--- src/rtl/fcr_pkg.sv ---
package fcr_pkg;

    typedef enum logic [3:0] {
        S_IDLE,
        S_DEVADDR,
        S_DEVACK,
        S_REGADDR,
        S_REGACK,
        S_WRDATA,
        S_WRACK,
        S_RDDATA,
        S_RDACK,
        S_IGNORE
    } fcr_state_e;

    localparam int FLAG_W   = 8;
    localparam int BIT_MAN  = 7;
    localparam int BIT_WDG  = 6;
    localparam int BIT_LOW3 = 2;
    localparam int BIT_LOW2 = 1;
    localparam int BIT_LOW1 = 0;

endpackage

--- src/rtl/fcr_bus_sync.sv ---
module fcr_bus_sync #(
    parameter int STAGES = 2
) (
    input  logic clk,
    input  logic rst_n,
    input  logic scl_in,
    input  logic sda_in,
    output logic sda_lvl,
    output logic start_det,
    output logic stop_det,
    output logic scl_rise,
    output logic scl_fall
);
    logic [STAGES-1:0] scl_sh;
    logic [STAGES-1:0] sda_sh;
    logic              scl_q;
    logic              sda_q;
    logic              scl_s;
    logic              sda_s;

    assign scl_s = scl_sh[STAGES-1];
    assign sda_s = sda_sh[STAGES-1];

    always_ff @(posedge clk or negedge rst_n) begin
        if (!rst_n) begin
            scl_sh <= {STAGES{1'b1}};
            sda_sh <= {STAGES{1'b1}};
            scl_q  <= 1'b1;
            sda_q  <= 1'b1;
        end else begin
            scl_sh <= {scl_sh[STAGES-2:0], scl_in};
            sda_sh <= {sda_sh[STAGES-2:0], sda_in};
            scl_q  <= scl_s;
            sda_q  <= sda_s;
        end
    end

    assign sda_lvl   = sda_s;
    assign start_det = scl_s & scl_q & sda_q & ~sda_s;
    assign stop_det  = scl_s & scl_q & ~sda_q & sda_s;
    assign scl_rise  = scl_s & ~scl_q;
    assign scl_fall  = ~scl_s & scl_q;
endmodule

--- src/rtl/fcr_flag_store.sv ---
module fcr_flag_store
    import fcr_pkg::*;
(
    input  logic              clk,
    input  logic              rst_n,
    input  logic [FLAG_W-1:0] fail_vec,
    input  logic              wr_en,
    input  logic [FLAG_W-1:0] wr_data,
    output logic [FLAG_W-1:0] flags
);
    always_ff @(posedge clk or negedge rst_n) begin
        if (!rst_n) begin
            flags <= '0;
        end else if (wr_en) begin
            flags <= wr_data & ~fail_vec;
        end else begin
            flags <= flags & ~fail_vec;
        end
    end
endmodule

--- src/rtl/fcr_slave_fsm.sv ---
module fcr_slave_fsm
    import fcr_pkg::*;
#(
    parameter logic [6:0] DEV_ADDR = 7'h50,
    parameter logic [7:0] REG_ADDR = 8'hFF
) (
    input  logic        clk,
    input  logic        rst_n,
    input  logic        sda_lvl,
    input  logic        start_det,
    input  logic        stop_det,
    input  logic        scl_rise,
    input  logic        scl_fall,
    input  logic [7:0]  rd_byte,
    output logic        sda_pull,
    output logic        wr_en,
    output logic [7:0]  wr_data,
    output fcr_state_e  state
);
    localparam logic [3:0] BITS = 4'd8;

    fcr_state_e state_q, state_d;
    logic [7:0] sh_q, sh_d;
    logic [3:0] cnt_q, cnt_d;
    logic       ptr_q, ptr_d;

    always_ff @(posedge clk or negedge rst_n) begin
        if (!rst_n) begin
            state_q <= S_IDLE;
            sh_q    <= '0;
            cnt_q   <= '0;
            ptr_q   <= 1'b0;
        end else begin
            state_q <= state_d;
            sh_q    <= sh_d;
            cnt_q   <= cnt_d;
            ptr_q   <= ptr_d;
        end
    end

    always_comb begin
        state_d = state_q;
        sh_d    = sh_q;
        cnt_d   = cnt_q;
        ptr_d   = ptr_q;
        wr_en   = 1'b0;
        if (start_det) begin
            state_d = S_DEVADDR;
            cnt_d   = '0;
        end else if (stop_det) begin
            state_d = S_IDLE;
            cnt_d   = '0;
            ptr_d   = 1'b0;
        end else begin
            unique case (state_q)
                S_IDLE, S_IGNORE: begin
                end
                S_DEVADDR: begin
                    if (scl_rise && cnt_q < BITS) begin
                        sh_d  = {sh_q[6:0], sda_lvl};
                        cnt_d = cnt_q + 4'd1;
                    end else if (scl_fall && cnt_q == BITS) begin
                        cnt_d = '0;
                        if (sh_q[7:1] == DEV_ADDR && (!sh_q[0] || ptr_q))
                            state_d = S_DEVACK;
                        else
                            state_d = S_IGNORE;
                    end
                end
                S_DEVACK: begin
                    if (scl_fall) begin
                        if (sh_q[0]) begin
                            state_d = S_RDDATA;
                            sh_d    = rd_byte;
                        end else begin
                            state_d = S_REGADDR;
                        end
                    end
                end
                S_REGADDR: begin
                    if (scl_rise && cnt_q < BITS) begin
                        sh_d  = {sh_q[6:0], sda_lvl};
                        cnt_d = cnt_q + 4'd1;
                    end else if (scl_fall && cnt_q == BITS) begin
                        cnt_d = '0;
                        if (sh_q == REG_ADDR) begin
                            state_d = S_REGACK;
                            ptr_d   = 1'b1;
                        end else begin
                            state_d = S_IGNORE;
                        end
                    end
                end
                S_REGACK: begin
                    if (scl_fall) state_d = S_WRDATA;
                end
                S_WRDATA: begin
                    if (scl_rise && cnt_q < BITS) begin
                        sh_d  = {sh_q[6:0], sda_lvl};
                        cnt_d = cnt_q + 4'd1;
                    end else if (scl_fall && cnt_q == BITS) begin
                        cnt_d   = '0;
                        wr_en   = 1'b1;
                        state_d = S_WRACK;
                    end
                end
                S_WRACK: begin
                    if (scl_fall) state_d = S_IGNORE;
                end
                S_RDDATA: begin
                    if (scl_fall) begin
                        if (cnt_q == BITS - 4'd1) begin
                            state_d = S_RDACK;
                            cnt_d   = '0;
                        end else begin
                            sh_d  = {sh_q[6:0], 1'b1};
                            cnt_d = cnt_q + 4'd1;
                        end
                    end
                end
                S_RDACK: begin
                    if (scl_rise) state_d = S_IGNORE;
                end
                default: state_d = S_IDLE;
            endcase
        end
    end

    always_comb begin
        unique case (state_q)
            S_DEVACK, S_REGACK, S_WRACK: sda_pull = 1'b1;
            S_RDDATA:                    sda_pull = ~sh_q[7];
            default:                     sda_pull = 1'b0;
        endcase
    end

    assign wr_data = sh_q;
    assign state   = state_q;
endmodule

--- src/rtl/fault_cause_reg.sv ---
module fault_cause_reg
    import fcr_pkg::*;
#(
    parameter logic [6:0] DEV_ADDR    = 7'h50,
    parameter logic [7:0] REG_ADDR    = 8'hFF,
    parameter int         SYNC_STAGES = 2
) (
    input  logic              clk,
    input  logic              rst_n,
    input  logic              fail_manual,
    input  logic              fail_wdog,
    input  logic              fail_low1,
    input  logic              fail_low2,
    input  logic              fail_low3,
    input  logic              scl_in,
    input  logic              sda_in,
    output logic              sda_pull,
    output logic [FLAG_W-1:0] flags
);
    logic              sda_lvl;
    logic              start_det;
    logic              stop_det;
    logic              scl_rise;
    logic              scl_fall;
    logic              wr_en;
    logic [7:0]        wr_data;
    logic [FLAG_W-1:0] fail_vec;
    fcr_state_e        state_w;

    always_comb begin
        fail_vec           = '0;
        fail_vec[BIT_MAN]  = fail_manual;
        fail_vec[BIT_WDG]  = fail_wdog;
        fail_vec[BIT_LOW1] = fail_low1;
        fail_vec[BIT_LOW2] = fail_low2;
        fail_vec[BIT_LOW3] = fail_low3;
    end

    fcr_bus_sync #(.STAGES(SYNC_STAGES)) u_sync (
        .clk       (clk),
        .rst_n     (rst_n),
        .scl_in    (scl_in),
        .sda_in    (sda_in),
        .sda_lvl   (sda_lvl),
        .start_det (start_det),
        .stop_det  (stop_det),
        .scl_rise  (scl_rise),
        .scl_fall  (scl_fall)
    );

    fcr_slave_fsm #(.DEV_ADDR(DEV_ADDR), .REG_ADDR(REG_ADDR)) u_fsm (
        .clk       (clk),
        .rst_n     (rst_n),
        .sda_lvl   (sda_lvl),
        .start_det (start_det),
        .stop_det  (stop_det),
        .scl_rise  (scl_rise),
        .scl_fall  (scl_fall),
        .rd_byte   (flags),
        .sda_pull  (sda_pull),
        .wr_en     (wr_en),
        .wr_data   (wr_data),
        .state     (state_w)
    );

    fcr_flag_store u_store (
        .clk      (clk),
        .rst_n    (rst_n),
        .fail_vec (fail_vec),
        .wr_en    (wr_en),
        .wr_data  (wr_data),
        .flags    (flags)
    );
endmodule

--- config.mk ---
export PLATFORM = sky130hd
export DESIGN_NAME = fault_cause_reg
export DESIGN_NICKNAME = d
export VERILOG_FILES = /design/src/rtl/fcr_pkg.sv /design/src/rtl/fcr_bus_sync.sv /design/src/rtl/fcr_flag_store.sv /design/src/rtl/fcr_slave_fsm.sv /design/src/rtl/fault_cause_reg.sv
export SDC_FILE = /design/constraint.sdc
export NUM_CORES = 1
export LEC_CHECK = 0
export BUFFER_PORTS_ARGS = -buffer_cell sky130_fd_sc_hd__buf_2
export CORE_MARGIN = 2
export CORE_UTILIZATION = 55
export CTS_BUF_LIST = sky130_fd_sc_hd__clkbuf_8
export DETAILED_ROUTE_END_ITERATION = 12
export PLACE_DENSITY_LB_ADDON = 0.05
export SYNTH_ARGS = -nofsm -noshare
export SYNTH_HDL_FRONTEND = slang
export SYNTH_SLANG_ARGS = --single-unit
export TNS_END_PERCENT = 100
--- constraint.sdc ---
create_clock -name clk -period 1.65 [get_ports clk]
set_input_delay 0.33 -clock clk [delete_from_list [all_inputs] [get_ports clk]]
set_output_delay 0.33 -clock clk [all_outputs]
set_load 0.1 [all_outputs]
==> results of run 1 <==
worst max-delay path, stage by stage, from the launching register on:
cell	delay, ns
dfstp_2	0.57
nor3b_4	0.24
nand2_2	0.12
a311oi_4	0.30
buf_6	0.17
buf_12	0.14
nand3_2	0.06
o2bb2ai_1	0.13
stage by stage:
stage	hold slack [ns]	utilization, %
after global routing	0.124	87.9
after global placement	0.346	72.1
after floorplan	0.0344	-
final	0.0735	87.9
after detailed placement	0.348	72.1
after CTS	0.0875	84.1
flip-flops by register name, indices dropped and copies added, names as in the netlist:
name,cells
u_fsm.cnt_q,4
u_fsm.ptr_q,1
u_fsm.state,4
u_fsm.wr_data,8
u_store.flags,8
u_sync.scl_q,1
u_sync.scl_sh,2
u_sync.sda_q,1
u_sync.sda_sh,2
layer usage:
| layer | share of wire (%) | track usage [%] |
|---|---|---|
| met5 | 0 | 0 |
| met4 | 2.9 | 14.0 |
| met3 | 8.3 | 8.82 |
| met2 | 51 | 54.9 |
| met1 | 38 | 39.5 |
kinds of logic (layout without fill, tap and decap cells):
group | Yosys count | in the layout | share of synthesized area [%]
adders and majority gates | 2 | 2 | 1.39
muxes | 10 | 10 | 5.76
AOI/OAI and AO/OA | 55 | 55 | 22.1
and+or+nand+nor | 72 | 72 | 21.2
DFF | 31 | 31 | 43.4
buffers and inverters | 17 | 83 | 6.18
report_power, final:
group	internal, mW	switching (mW)
clock network	0.597	0.283
logic	1.47	1.72
registers	0.955	0.235
total	3.02	2.24
cells in the final DEF (no fill, tap or decap), types with 3 or more instances in the layout:
cell type  Yosys  layout
nand2_1       21      17
clkbuf_8       0       5
nand3b_1       3       3
o21ai_2        0       4
dfstp_2        6       6
a21oi_2        1       7
mux2i_1        7       7
mux2_4         0       3
nor2_1        14      12
a41oi_2        1       5
o21ai_1        2       4
a21o_1         4       4
o21ai_0       13       7
inv_1          6       5
buf_2          2      16
a21oi_4        0       3
inv_2          1       3
buf_6          5       8
buf_4          2      41
nand2_2        2       6
nand3_1       11      10
dfrtp_1       25      23
path summary, 6_finish.rpt:
path	from	end
max in group asynchronous	rst_n	u_fsm.state[1]
worst min register to register	u_sync.sda_sh[0]	u_sync.sda_sh[1]
worst max register to register	u_sync.scl_sh[1]	u_fsm.wr_data[0]
worst max-delay path	u_sync.scl_sh[1]	u_fsm.wr_data[0]
worst min-delay path	rst_n	u_fsm.wr_data[4]
min in group clk	scl_in	u_sync.scl_sh[0]
area by class of cell:
cell class | count | share of cell area, %
Sequential cell | 31 | 29.0
Multi-Input combinational cell | 139 | 42.9
Tap cell | 44 | 2.04
Inverter | 7 | 0.971
Clock buffer | 5 | 2.54
Timing Repair Buffer | 68 | 20.2
Clock inverter | 3 | 2.36
timing repair:
| action | CTS | global route |
|---|---|---|
| setup buffers | 9 | 3 |
| hold buffers | 0 | 0 |
| pin swaps | 11 | 11 |
| cloned | 1 | 0 |
| setup endpoints to repair | 24 | 25 |
| resized for setup | 37 | 27 |
==> results.cfg, run 1 <==
[route]
wirelength_um = 5880
route.detailed.drc = 0
drt_first_pass_iters = 5
drt-initial-drc-count = 207
vias = 1851
routedWlPerCell_um = 19.8
drt-vias-per-instance = 6.23
final_antenna_net_count = 0

[synth]
synth.area.top_cells = dfrtp_1 35%, dfstp_2 8.7%, nand2_1 4.4%
synth_common_cells = 25 x dfrtp_1, 21 x nand2_1, 14 x nor2_1, 13 x o21ai_0
postSynthAreaPerCell_um2 = 9.64
syn_area_um2 = 1800
ys_types = 52
yosysTopAreaCell = dfrtp_1
yosys_warnings = 0
synth_seq_area_share_pct = 43.4
synth-edff-count = 0
synth.most_common_cell = dfrtp_1
synthesis.nets = 198
syn_inst = 187
async_flop_share_pct = 100
synth_top_area_share_pct = 34.7
ys_seq_elements = 31
synthFlopType = dfrtp_1

[power]
irDropWorstVdd_mv = 1.09
finalPower_mw = 5.26
power.density_nw_per_um2 = 1940
power_leakage_nw = 1.15

[layout]
instances_no_fill = 297
drive_above_1_share_pct = 54.9
nets = 263
multi_input_area_um2 = 1160
final_area_um2 = 2710
fillers = 142
seq_area_um2 = 786
diodes = 0
syn_to_final_growth_pct = 50.0

[global_route]
grt_pass1_wl_um = 8830
gr-usage-all-layers_pct = 32.7
grt_start_max_net_pins = 32
grt_pass1_vias = 1875
overflow = 0
antenna_found_initial = 0

[timing]
finalCritPeriodShare_pct = 112
max_freq_ghz = 0.541
slew_headroom_pct = 55.6
finClkSkew_ns = 0.00662
fin_setup_tns_ns = -2.85
rsz0062_at_grt = yes
hold_violations = 0
worstMarginPinSlew_ns = 0.667
setup_slack_ns = -0.199
report.final.setup_viol = 25
slew_viol_final = 0
final.min_clock_period_ns = 1.85

[setup_path]
worstPathRequired_ns = 1.82
start_kind = flop
path_class = reg -> reg
cp_max_fo = 8
cp_data_arrival_time_ns = 2.02
crit_path_end_kind = flop
r2r_slack_ns = -0.20
rr_worst_depth = 7

[placement]
dp_hpwl_um = 3440
placed_area_um2 = 2220
dp.cells = 277
globalplace.congestion = 0.943
place_ws_ns = -0.183
port_buffers = 17

[clock_tree]
clk_pin_slew_worst_paths_ns = 0.07
numCtsBuffers = 5
cts-root-buf = clkbuf_8
htree_levels = 2
clock-sinks = 31
clockBufferDepth = 2
tritoncts = done
clock_latency_ns = 0.28

[die]
die-width_um = 61.3
coreArea_um2 = 3080
die_area_um2 = 3750
die_height_um = 61.3
rows = 20
io_pins = 18
initial_core_util_pct = 58.6

[run_status]
status = finished, violations left
failed_checks = negative setup slack

[min_path]
hold_path_class = in -> async

[flow_run]
max-cap-violations = 0
No activity file was read; power rests on OpenSTA's default activity.
==> inputs of run 2 (changes only) <==
--- a/config.mk
+++ b/config.mk
@@ -10,7 +10,7 @@
 export CORE_UTILIZATION = 55
 export CTS_BUF_LIST = sky130_fd_sc_hd__clkbuf_8
 export DETAILED_ROUTE_END_ITERATION = 12
-export PLACE_DENSITY_LB_ADDON = 0.05
+export PLACE_DENSITY = 0.78
 export SYNTH_ARGS = -nofsm -noshare
 export SYNTH_HDL_FRONTEND = slang
 export SYNTH_SLANG_ARGS = --single-unit
==> run 2 against run 1 <==
Compared with the run above: the flow still finishes with violations (negative setup slack); worst setup slack worse by 0.11 ns; first-iteration DRC count up 52%; non-clock buffer count up 5; cell area down 0.37%; critical endpoint is now u_store.flags[6]; largest power group unchanged.
==> results.cfg, run 2 (synthesized netlist as in run 1, its figures left out) <==
[setup_path]
cp_max_fo = 8
cp_slowest_cell = dfrtp_1
critPathBufInv = 2
cp_data_arrival_time_ns = 2.14
path_cells = inv_1, ha_1, nand3b_1, nor3_2, and4_4, buf_12, mux2i_1, nor2_1
reg2reg_from = u_fsm.cnt_q[0]
critPathTopFamily = simple AND/OR/NAND/NOR gates
r2r_slack_ns = -0.30
worstPathRequired_ns = 1.84
slowest_delay_ns = 0.44
path_class = reg -> reg
cp-startpoint = u_fsm.cnt_q[0]
crit_path_end_kind = flop
start_kind = flop

[run_status]
status = finished, violations left
failed_checks = negative setup slack

[clock_tree]
cts-root-buf = clkbuf_8
clock-sinks = 31
numCtsBuffers = 5
tritoncts = done
clk_pin_slew_worst_paths_ns = 0.08
hold_buffers = 0
clockBufferDepth = 2
clock_latency_ns = 0.30
htree_levels = 2

[route]
vias = 2049
drt_first_pass_iters = 5
wirelength_um = 7400
routedWlPerCell_um = 24.5
final_antenna_net_count = 0
drt-vias-per-instance = 6.78
drt-initial-drc-count = 315
route.detailed.drc = 0

[placement]
globalplace.congestion = 0.901
dp_hpwl_um = 3360
port_buffers = 17

[die]
die_area_um2 = 3750
rows = 20
die-width_um = 61.3
initial_core_util_pct = 58.6
io_pins = 18
coreArea_um2 = 3080
die_height_um = 61.3

[timing]
hold_violations = 0
slew_viol_final = 0
slew_headroom_pct = 51.7
setup_slack_ns = -0.304
fin_setup_tns_ns = -4.54
worstMarginPinSlew_ns = 0.724
finClkSkew_ns = 0.00587
final.min_clock_period_ns = 1.95
report.final.setup_viol = 25
rsz0062_at_grt = yes
max_freq_ghz = 0.512
finalCritPeriodShare_pct = 118

[power]
power.density_nw_per_um2 = 1920
irDropWorstVdd_mv = 1.21
power_leakage_nw = 1.15

[layout]
final_common_cell = buf_4
final_cell_mix = 41 x buf_4, 23 x dfrtp_1, 16 x nand2_1, 16 x buf_2, 14 x buf_6
syn_to_final_growth_pct = 49.5
drive_above_1_share_pct = 55.8
nets = 268
utilization_pct = 87.6
diodes = 0

[global_route]
grt_pass1_vias = 1836
antenna_found_initial = 0
grt_start_max_net_pins = 32
grt_pass1_wl_um = 9270
overflow = 0
gr-usage-all-layers_pct = 34.9

[min_path]
hold_path_class = in -> async

[flow_run]
max-cap-violations = 0
run 2: stage by stage:
| stage | hold WS [ns] | total power, mW | setup slack (ns) | instance area [µm²] | instances |
|---|---|---|---|---|---|
| floorplan | 0.0344 | 2.63 | -0.0634 | 1830 | 187 |
| global placement | 0.346 | 3.38 | -0.120 | 2230 | 280 |
| detailed placement | 0.348 | 3.47 | -0.200 | 2230 | 280 |
| CTS | 0.0925 | 4.58 | -0.107 | 2550 | 298 |
| global route | 0.129 | 5.33 | -0.385 | 2700 | 302 |
| finish | 0.0774 | 5.16 | -0.304 | 2700 | 302 |
run 2: cell type report:
cell class,instances,area [µm²]
Clock inverter,3,20.0
Sequential cell,31,786
Inverter,7,26.3
Clock buffer,5,68.8
Multi-Input combinational cell,139,1150
Fill cell,128,383
Timing Repair Buffer,73,586
Tap cell,44,55.1
run 2: layer usage:
metal | track usage (%) | vias to the layer above | wire, µm
met5 | 0 | - | 0
met3 | 8.40 | 43 | 809
met1 | 46.5 | 984 | 2650
li1 | - | 829 | -
met4 | 18.3 | 0 | 357
met2 | 52.7 | 193 | 3580
run 2: timing repair:
item | CTS | global route
setup buffers | 9 | 4
resized for setup | 36 | 33
gates cloned | 1 | 0
pin swaps | 12 | 11
endpoints found under the setup margin | 24 | 25
run 2: path summary, 6_finish.rpt:
kind | to | cells past startpoint
max | u_store.flags[6] | 8
min | u_fsm.state[3] | 1
max reg2reg | u_store.flags[6] | 8
min reg2reg | u_sync.sda_sh[1] | 0
max in group asynchronous | u_fsm.state[2] | 1
min in group clk | u_sync.scl_sh[0] | 1
run 2: power breakdown:
| part | leakage, nW | internal [mW] | switching [mW] |
|---|---|---|---|
| Sequential | 0.391 | 0.953 | 0.225 |
| Clock | 0.0402 | 0.294 | 0.348 |
| Combinational | 0.718 | 1.49 | 1.85 |
| Total | 1.15 | 2.74 | 2.43 |
==> inputs of run 3 (changes only) <==
--- a/config.mk
+++ b/config.mk
@@ -5,12 +5,13 @@
 export SDC_FILE = /design/constraint.sdc
 export NUM_CORES = 1
 export LEC_CHECK = 0
+export ABC_AREA = 0
 export BUFFER_PORTS_ARGS = -buffer_cell sky130_fd_sc_hd__buf_2
 export CORE_MARGIN = 2
-export CORE_UTILIZATION = 55
+export CORE_UTILIZATION = 45
 export CTS_BUF_LIST = sky130_fd_sc_hd__clkbuf_8
 export DETAILED_ROUTE_END_ITERATION = 12
-export PLACE_DENSITY = 0.78
+export PLACE_DENSITY = 0.66
 export SYNTH_ARGS = -nofsm -noshare
 export SYNTH_HDL_FRONTEND = slang
 export SYNTH_SLANG_ARGS = --single-unit
==> run 3 against run 2 <==
Compared with the run above: the run still ends with negative setup slack left; worst setup slack improved by 0.10 ns; first-iteration DRC count decreased by 50%; register-to-register slack improved by 0.10 ns; clock power decreased by 9.8%; sequential share of layout area unchanged; combinational power decreased by 10%; clock-buffer cell count unchanged; sequential power about the same; die area increased by 21%.
==> results.cfg, run 3 (synthesized netlist as in run 1, its figures left out) <==
[power]
clkPwrFrac_pct = 12.1
power.density_nw_per_um2 = 1770
power_leakage_nw = 1.17
comb_power_share_pct = 63.0
power_switching_mw = 2.09
internal_power_mw = 2.68
swShare_pct = 43.8
irDropWorstVdd_mv = 0.878
p_seq_share_pct = 24.9

[global_route]
overflow = 0
antenna_found_initial = 0
grt_pass1_vias = 1719
gr-usage-all-layers_pct = 23.9
grt_start_max_net_pins = 32
grt_pass1_wl_um = 7990

[placement]
port_buffers = 17
dp_hpwl_um = 3230
dp.cells = 281
globalplace.congestion = 0.920
place_ws_ns = -0.127

[min_path]
hold_path_class = in -> async

[timing]
slew_headroom_pct = 53.4
max_freq_ghz = 0.539
setup_slack_ns = -0.204
hold_violations = 0
slew_viol_final = 0
final.min_clock_period_ns = 1.85
worstMarginPinSlew_ns = 0.699
report.final.setup_viol = 25
rsz0062_at_grt = yes
finClkSkew_ns = 0.00619
finalCritPeriodShare_pct = 112

[layout]
syn_to_final_growth_pct = 49.5
drive_above_1_share_pct = 51.0
seq_area_um2 = 786
final_common_cell = buf_4
instances_no_fill = 311
diodes = 0
nets = 271
fillers = 301
final_cell_mix = 47 x buf_4, 23 x dfrtp_1, 20 x nand2_1
multi_input_area_um2 = 1120

[route]
route.detailed.drc = 0
routedWlPerCell_um = 17.5
drt-vias-per-instance = 5.74
drt_first_pass_iters = 4
wirelength_um = 5430
drt-initial-drc-count = 156
final_antenna_net_count = 0
vias = 1785

[clock_tree]
clock_latency_ns = 0.29
clk_pin_slew_worst_paths_ns = 0.07
clockBufferDepth = 2
hold_buffers = 0
htree_levels = 2
clock-sinks = 31
cts-root-buf = clkbuf_8
tritoncts = done
numCtsBuffers = 5

[die]
initial_core_util_pct = 46.1
die_area_um2 = 4530
rows = 23
die_height_um = 67.3
coreArea_um2 = 3910
io_pins = 18
die-width_um = 67.3

[setup_path]
critPathTopFamily = simple AND/OR/NAND/NOR gates
path_cells = inv_2, ha_4, nand3b_1, buf_6, nor3_4, o32ai_4, or4_1, nand2_1
cp_max_fo = 5
reg2reg_from = u_fsm.cnt_q[0]
crit_path_end_kind = flop
cp_data_arrival_time_ns = 2.08
worstPathRequired_ns = 1.88
slowest_delay_ns = 0.50
critPathBufInv = 2
path_class = reg -> reg
cp_slowest_cell = or4_1
cp-startpoint = u_fsm.cnt_q[0]
start_kind = flop

[run_status]
status = finished, violations left
failed_checks = negative setup slack

[flow_run]
max-cap-violations = 0
==> run 3: changes by cell type in the layout (fill, tap and decap cells not counted), sizes merged <==
cell      before  now
clkinvlp       2    1
buf           73   75
clkbuf         5    6
inv            7    8
==> run 3: path summary, 6_finish.rpt <==
| check | end | slack [ns] | cells after the start |
|---|---|---|---|
| setup / recovery | u_fsm.state[2] | -0.20 | 8 |
| hold / removal | u_fsm.state[3] | 0.08 | 1 |
| setup reg to reg | u_fsm.state[2] | -0.20 | 8 |
| hold reg to reg | u_sync.sda_sh[1] | 0.36 | 0 |
| max in group asynchronous | u_fsm.state[1] | 1.08 | 1 |
| min in group clk | u_sync.sda_sh[0] | 0.14 | 1 |
==> run 3: cell type report <==
cell class | count | area share [%]
multi-input combinational | 139 | 41.4
sequential | 31 | 29.2
timing repair buffer | 76 | 23.0
clock buffer | 5 | 2.55
tap | 50 | 2.32
inverter | 7 | 0.975
clock inverter | 3 | 0.604
==> run 3: power by group through the flow <==
stage	combinational, mW	sequential [mW]	clock (mW)
finish	3.01	1.19	0.578
global route	3.21	1.21	0.620
CTS	2.50	1.16	0.588
detailed placement	2.26	1.17	0
global placement	2.20	1.16	0
floorplan	1.52	1.11	0
==> run 3: metrics by stage <==
stage	cell area, µm²	hold WS (ns)	utilization (%)	power, mW	TNS (ns)
4_1_cts	2460	0.105	62.8	4.25	-1.08
2_1_floorplan	1830	0.0344	-	2.63	-0.102
5_1_grt	2700	0.129	68.9	5.04	-4.95
3_3_place_gp	2210	0.347	56.5	3.37	-0.601
3_5_place_dp	2210	0.349	56.5	3.43	-1.71
6_report	2700	0.0846	68.9	4.78	-3.24
==> run 3: routing by layer <==
layer,vias to the layer above,global-route usage [%],routed length (µm)
met5,-,0,0
met4,0,8.67,137
met3,14,5.33,238
met2,57,39.9,2710
met1,882,30.5,2350
li1,832,-,-
==> run 3: timing repair <==
action                     4_1_cts  5_1_grt
setup buffers                    8       13
pin swaps                        5       12
gates cloned                     0        1
gates resized for setup         27       25
setup endpoints to repair       24       25
